**src/rtl/burst_sram_pkg.sv**
```systemverilog
package burst_sram_pkg;

    typedef enum logic [1:0] {
        OP_IDLE  = 2'd0,
        OP_READ  = 2'd1,
        OP_WRITE = 2'd2
    } op_e;

endpackage

```
**src/rtl/burst_sram_seq.sv**
```systemverilog
// Command decode and burst address sequencer (pipeline stage 1).
module burst_sram_seq
    import burst_sram_pkg::*;
#(
    parameter int ADDR_W  = 6,
    parameter int BURST_W = 2
) (
    input  logic              clk,
    input  logic              rst_n,
    input  logic              step,
    input  logic              sleep,
    input  logic              chip_ok,
    input  logic              adv,
    input  logic              rd_sel,
    input  logic [ADDR_W-1:0] ext_addr,
    output op_e               s1_op,
    output logic [ADDR_W-1:0] s1_addr,
    output op_e               burst_op
);

    localparam logic [BURST_W-1:0] ONE = {{(BURST_W-1){1'b0}}, 1'b1};

    typedef struct packed {
        op_e               burst;
        op_e               s1;
        logic [ADDR_W-1:0] cur;
    } seq_t;

    seq_t st_d, st_q;

    always_comb begin
        st_d = st_q;
        if (sleep) begin
            st_d.burst = OP_IDLE;
            st_d.s1    = OP_IDLE;
        end else if (step) begin
            if (!adv) begin
                if (!chip_ok) begin
                    st_d.burst = OP_IDLE;
                    st_d.s1    = OP_IDLE;
                end else begin
                    st_d.burst = rd_sel ? OP_READ : OP_WRITE;
                    st_d.s1    = rd_sel ? OP_READ : OP_WRITE;
                    st_d.cur   = ext_addr;
                end
            end else if (st_q.burst == OP_IDLE) begin
                st_d.s1 = OP_IDLE;
            end else begin
                st_d.cur[BURST_W-1:0] = st_q.cur[BURST_W-1:0] + ONE;
                st_d.s1               = st_q.burst;
            end
        end
    end

    always_ff @(posedge clk or negedge rst_n) begin
        if (!rst_n) begin
            st_q <= '{burst: OP_IDLE, s1: OP_IDLE, cur: '0};
        end else begin
            st_q <= st_d;
        end
    end

    assign s1_op    = st_q.s1;
    assign s1_addr  = st_q.cur;
    assign burst_op = st_q.burst;

endmodule

```
**src/rtl/burst_sram_array.sv**
```systemverilog
// Storage lanes and pipeline stage 2 (data edge).
module burst_sram_array
    import burst_sram_pkg::*;
#(
    parameter int ADDR_W = 6,
    parameter int BYTES  = 4,
    parameter int BYTE_W = 9,
    localparam int DATA_W = BYTES * BYTE_W,
    localparam int DEPTH  = 1 << ADDR_W
) (
    input  logic              clk,
    input  logic              rst_n,
    input  logic              step,
    input  logic              sleep,
    input  op_e               s1_op,
    input  logic [ADDR_W-1:0] s1_addr,
    input  logic [DATA_W-1:0] wdata,
    input  logic [BYTES-1:0]  wmask_n,
    output logic [DATA_W-1:0] rdata,
    output logic              rd_live,
    output op_e               s2_op
);

    typedef struct packed {
        op_e               s2;
        logic [ADDR_W-1:0] s2_addr;
        logic              live;
        logic [DATA_W-1:0] q;
    } arr_t;

    arr_t              st_d, st_q;
    logic [BYTES-1:0]  lane_we;
    logic [DATA_W-1:0] lane_rd;

    always_comb begin
        st_d    = st_q;
        lane_we = '0;
        if (sleep) begin
            st_d.s2   = OP_IDLE;
            st_d.live = 1'b0;
        end else if (step) begin
            st_d.s2      = s1_op;
            st_d.s2_addr = s1_addr;
            st_d.live    = (st_q.s2 == OP_READ);
            if (st_q.s2 == OP_READ) begin
                st_d.q = lane_rd;
            end
            if (st_q.s2 == OP_WRITE) begin
                lane_we = ~wmask_n;
            end
        end
    end

    always_ff @(posedge clk or negedge rst_n) begin
        if (!rst_n) begin
            st_q <= '{s2: OP_IDLE, s2_addr: '0, live: 1'b0, q: '0};
        end else begin
            st_q <= st_d;
        end
    end

    for (genvar b = 0; b < BYTES; b++) begin : g_lane
        logic [BYTE_W-1:0] lane_q [DEPTH];

        always_ff @(posedge clk) begin
            if (lane_we[b]) begin
                lane_q[st_q.s2_addr] <= wdata[b*BYTE_W +: BYTE_W];
            end
        end

        assign lane_rd[b*BYTE_W +: BYTE_W] = lane_q[st_q.s2_addr];
    end

    assign rdata   = st_q.q;
    assign rd_live = st_q.live;
    assign s2_op   = st_q.s2;

endmodule

```
**src/rtl/burst_sram.sv**
```systemverilog
module burst_sram
    import burst_sram_pkg::*;
#(
    parameter int ADDR_W  = 6,
    parameter int BURST_W = 2,
    parameter int BYTES   = 4,
    parameter int BYTE_W  = 9,
    localparam int DATA_W = BYTES * BYTE_W
) (
    input  logic              clk,
    input  logic              rst_n,
    input  logic              sel0_n,
    input  logic              sel1,
    input  logic              sel2_n,
    input  logic              cken_n,
    input  logic              adv_ld,
    input  logic              wr_n,
    input  logic [BYTES-1:0]  bw_n,
    input  logic              oe_n,
    input  logic              sleep,
    input  logic [ADDR_W-1:0] addr,
    input  logic [DATA_W-1:0] din,
    output logic [DATA_W-1:0] dout,
    output logic              dout_en
);

    logic              step;
    logic              chip_ok;
    logic              rd_live;
    op_e               s1_op;
    op_e               s2_op;
    op_e               burst_op;
    logic [ADDR_W-1:0] s1_addr;

    assign step    = ~cken_n;
    assign chip_ok = ~sel0_n & sel1 & ~sel2_n;

    burst_sram_seq #(
        .ADDR_W  (ADDR_W),
        .BURST_W (BURST_W)
    ) u_seq (
        .clk      (clk),
        .rst_n    (rst_n),
        .step     (step),
        .sleep    (sleep),
        .chip_ok  (chip_ok),
        .adv      (adv_ld),
        .rd_sel   (wr_n),
        .ext_addr (addr),
        .s1_op    (s1_op),
        .s1_addr  (s1_addr),
        .burst_op (burst_op)
    );

    burst_sram_array #(
        .ADDR_W (ADDR_W),
        .BYTES  (BYTES),
        .BYTE_W (BYTE_W)
    ) u_array (
        .clk     (clk),
        .rst_n   (rst_n),
        .step    (step),
        .sleep   (sleep),
        .s1_op   (s1_op),
        .s1_addr (s1_addr),
        .wdata   (din),
        .wmask_n (bw_n),
        .rdata   (dout),
        .rd_live (rd_live),
        .s2_op   (s2_op)
    );

    assign dout_en = rd_live & ~oe_n & ~sleep;

endmodule

```
**config.mk**
```make
export PLATFORM = sky130hd
export DESIGN_NAME = burst_sram
export DESIGN_NICKNAME = d
export VERILOG_FILES = /design/src/rtl/burst_sram_pkg.sv /design/src/rtl/burst_sram_seq.sv /design/src/rtl/burst_sram_array.sv /design/src/rtl/burst_sram.sv
export SDC_FILE = /design/constraint.sdc
export NUM_CORES = 2
export LEC_CHECK = 0
export BUFFER_PORTS_ARGS = -buffer_cell sky130_fd_sc_hd__buf_2
export CELL_PAD_IN_SITES_DETAIL_PLACEMENT = 1
export CELL_PAD_IN_SITES_GLOBAL_PLACEMENT = 2
export CORE_UTILIZATION = 53
export DETAILED_ROUTE_END_ITERATION = 12
export PLACE_DENSITY_LB_ADDON = 0.1
export REMOVE_ABC_BUFFERS = 1
export SLEW_MARGIN = 5
export SYNTH_ARGS = -nofsm -noshare
export SYNTH_HDL_FRONTEND = slang
export SYNTH_SLANG_ARGS = --single-unit
```
**constraint.sdc**
```tcl
create_clock -name clk -period 4.5 [get_ports clk]
set_clock_uncertainty 0.05 [all_clocks]
set_input_delay 0.45 -clock clk [delete_from_list [all_inputs] [get_ports clk]]
set_output_delay 0.45 -clock clk [all_outputs]
set_load 0.03 [all_outputs]
```
==> tab_implementation.tex <==
\begin{tabular}{lr}
\hline
Metric & Value \\
\hline
\multicolumn{2}{l}{\textbf{Synthesis}} \\
\quad Dominant cell by count in the synthesized netlist & edfxtp\_1 \\
\quad Post-synthesis cell type with the largest combined area & edfxtp\_1 \\
\quad Post-Synthesis Cell Area & between 90000 and 100000 um2 \\
\quad Area share of the leading cell type in the synthesized netlist & 75.7\% \\
\quad Xor-xnor portion of the synthesized cell area & 0\% \\
\quad Dominant cells by area after synthesis & edfxtp\_1, mux4\_2, mux2i\_1, a221oi\_1, nor2\_1 \\
\quad Mean instance size in the synthesized netlist & 18.3 um2 \\
\quad Number of enable-type register cells in the synthesized netlist & 2304 \\
\quad Part of the Yosys area used for sequential elements & 77.2\% \\
\quad Count of different cell masters after synthesis & approximately 70 \\
\quad Count of yosys warnings during synthesis & 0 \\
\quad Leading register cell type out of synthesis & edfxtp\_1 \\
\quad Portion of netlist area occupied by mux cells & 9.58\% \\
\quad Synthesized-area fraction occupied by ao, oa, aoi and oai cells & 7.57\% \\
\quad Share of flip-flops with an asynchronous set or reset after synthesis & 2.33\% \\
\quad Combinational family with the most area after synthesis & multiplexers \\
\quad Most used standard cells in the synthesized netlist & edfxtp\_1, nor2\_1, a221oi\_1 \\
\quad Gate count after technology mapping & 4998 \\
\quad Post-Synth Simple-Gate Area & 3.33\% \\
\quad Flip-flop and latch count after synthesis & 2359 \\
\quad Post-synthesis share of cell area spent on full adders, half adders and majority gates & 0\% \\
\multicolumn{2}{l}{\textbf{Timing}} \\
\quad Final worst-path cycle share & 88.2\% \\
\quad Max-slew headroom & under 10\% \\
\quad Post-layout minimum cycle time & 3970 ps \\
\quad Actual transition at the worst max-transition pin & approximately 1400 ps \\
\quad Max-slew violation count & 0 \\
\quad Maximum clock frequency & 0.252 GHz \\
\quad Unrepaired setup endpoints after global routing & false \\
\quad Final hold vios & 0 \\
\quad Final number of setup-violating endpoints & 0 \\
\quad Setup Total Neg Slack & 0 ps \\
\multicolumn{2}{l}{\textbf{Worst setup path}} \\
\quad Cell depth of the worst flop-to-flop path & 7 \\
\quad Cells along the critical path & or3\_1 > nor2\_2 > buf\_4 > a32oi\_1 > o211ai\_1 > a2111oi\_2 > a31oi\_1 \\
\quad Worst flop-to-flop path startpoint & u\_array.st\_q[42] \\
\quad Worst R2R Setup Slack & 530 ps \\
\quad Worst setup EP type & flop \\
\quad Critical path buffers and inverters & 1 \\
\quad Endpoint of the worst-slack reg-to-reg timing path & u\_array.rdata[28] \\
\quad Setup crit start & u\_array.st\_q[42] \\
\quad Category of the critical setup timing path & reg -> reg \\
\quad WP data arrival & 4640 ps \\
\quad Top Family by Delay on Critical Path & simple AND/OR/NAND/NOR gates \\
\quad Element type at the critical path start & flop \\
\quad Data required time at the worst endpoint & 5170 ps \\
\quad Worst setup path endpoint & u\_array.rdata[28] \\
\quad WP depth & 7 \\
\quad Maximum fanout encountered on the critical timing path & 20 \\
\quad Longest individual stage delay on the worst path & between 900 and 1000 ps \\
\quad Worst path slowest cell & or3\_1 \\
\multicolumn{2}{l}{\textbf{Clocking}} \\
\quad Clock latency reported for the late side of the worst-skew pair & 880 ps \\
\quad Clk pin slew, worst setup/hold paths & 60 ps \\
\quad Clock net sink count & 2359 \\
\quad Post-CTS sizing & 0 \\
\quad Number of buffers created by CTS & between 200 and 250 \\
\quad Number of buffers between clock root and the deepest sink & 3 \\
\quad CTS tree & done \\
\quad \# Post-CTS Setup Buffers & 0 \\
\quad Number of H-tree branching levels & 4 \\
\quad Root buffer cell & clkbuf\_16 \\
\quad Quantity of hold-fixing buffers added after cts & 16 \\
\multicolumn{2}{l}{\textbf{Layout}} \\
\quad Share of layout cells above drive strength 1 & 21.1\% \\
\quad Area Growth Syn to Fin & 13.5\% \\
\quad Fin nets & 5421 \\
\quad Post-layout instance area & 104000 um2 \\
\multicolumn{2}{l}{\textbf{Floorplanning}} \\
\quad Die Area & 174000 um2 \\
\quad Chip width & 417 um \\
\quad Effective utilization at floorplan & between 50\% and 60\% \\
\quad Vertical die dimension & about 420 um \\
\quad IO Pins & 93 \\
\quad Count of standard-cell rows & 152 \\
\quad Core box area & 171000 um2 \\
\multicolumn{2}{l}{\textbf{Drt}} \\
\quad Number of nets still failing antenna checks after routing & 0 \\
\quad Vias & about 54k \\
\quad Total DRC errors in the routed layout & 0 \\
\quad Violation count after the first detailed-routing iteration & 7644 \\
\quad Final routed wire length divided by cell count & between 30 and 40 um \\
\quad Number of search-and-repair iterations in the first detailed-routing pass & 7 \\
\quad Wire length reported by the detailed router & $\sim$310 mm \\
\quad Routed vias/inst & slightly below 7 \\
\multicolumn{2}{l}{\textbf{Global route}} \\
\quad Grt total ovfl & 0 \\
\quad Via count of the first global-routing pass & between 50k and 60k \\
\quad Initial antenna violation count & 16 \\
\quad Global-route wire length before repair & between 400 and 500 mm \\
\quad Maximum number of pins on one net before global-route repair & 104 \\
\quad Global router's overall resource usage & a little over a third \\
\multicolumn{2}{l}{\textbf{Placement}} \\
\quad Placer congestion estimate & 0.869 \\
\quad Area post-placement & $\sim$96000 um2 \\
\quad Post-detailed-placement half-perimeter wirelength & 185 mm \\
\quad Count of input and output buffers & 92 \\
\multicolumn{2}{l}{\textbf{Power}} \\
\quad Leakage & 33.1 nW \\
\quad Peak VDD IR & 0.434 mV \\
\quad Pwr/cell area & just over 500 nW/um2 \\
\multicolumn{2}{l}{\textbf{Run}} \\
\quad Maxcap violations & 0 \\
\multicolumn{2}{l}{\textbf{Status}} \\
\quad Run status & finished, final reports clean \\
\multicolumn{2}{l}{\textbf{Worst hold path}} \\
\quad HP Class & in -> reg \\
\hline
\end{tabular}
## metrics by stage
stage	hold slack [ps]	util, %	instances	setup WS (ps)	total power (W)
after floorplan	104	-	4614	-21450	0.0309
after global placement	444	56.1	7426	644	0.0336
after detailed placement	451	56.1	7426	680	0.0337
after CTS	5.01	60.5	7876	677	0.0524
after global routing	56.8	60.5	7876	623	0.0535
final	51.8	60.6	7888	529	0.0524
## layer usage
layer / vias to the layer above / wire, um / GRT usage [%]
li1: 21200 / - / -
met1: 28400 / 120000 / 49.4
met2: 3511 / 139000 / 52.9
met3: 597 / 32900 / 7.89
met4: 14 / 14600 / 15.7
met5: - / 103 / 0
## area by class of cell
type | count | area [um2]
inverters | 4 | 27.5
clock buffers | 297 | 6180
well taps | 2310 | 2890
multi-input cells | 2251 | 18900
fillers | 14700 | 67600
repair buffers | 518 | 4000
flip-flops and latches | 2359 | 70600
diodes | 12 | 30.0
clock inverters | 137 | 1180
## logic make-up after synthesis
kind of cell           count (synthesis)
multiplexers                         590
flip-flops                          2359
AO/OA/AOI/OAI                        935
AND/OR/NAND/NOR                      726
buffers and inverters                388
## state kept, by name, indices dropped and copies added (netlist names)
signal	count
u_array.st_q	6
u_array.s2_op	2
u_seq.s1_addr	6
u_array.rdata	36
u_seq.s1_op	2
u_array.rd_live	1
u_seq.burst_op	2
u_array.g_lane.lane_q	2304
## cell usage in the layout (no fill, tap or decap), types with 91 or more instances in the layout
cell       synthesis  routed
clkbuf_16          0     234
buf_4             79     387
mux4_2           220     220
a22oi_1          137     137
mux2i_1          292     292
nand2_1          157     156
o21ai_0          132     132
buf_2            119      91
edfxtp_1        2304    2304
a221oi_1         308     308
nor2_1           432     424
## how the worst min path moves through the flow
| stage | start | to | cells after the start |
|---|---|---|---|
| 2_1_floorplan | rst_n | u_array.rd_live | 0 |
| 3_3_place_gp | u_seq.s1_addr[2] | u_seq.s1_addr[2] | 1 |
| 3_5_place_dp | u_seq.s1_addr[2] | u_seq.s1_addr[2] | 1 |
| 4_1_cts | sel0_n | u_seq.s1_addr[1] | 4 |
| 5_1_grt | din[2] | u_array.g_lane[0].lane_q[46][2] | 1 |
| 6_report | din[2] | u_array.g_lane[0].lane_q[1][2] | 1 |
## power breakdown
part | internal (W) | leakage [nW] | switching, W
combinational | 0.00287 | 8.05 | 0.00626
clock | 0.0107 | 3.59 | 0.00822
sequential | 0.0241 | 21.4 | 0.000201
total | 0.0378 | 33.1 | 0.0147
No activity file was read; power rests on OpenSTA's default activity.
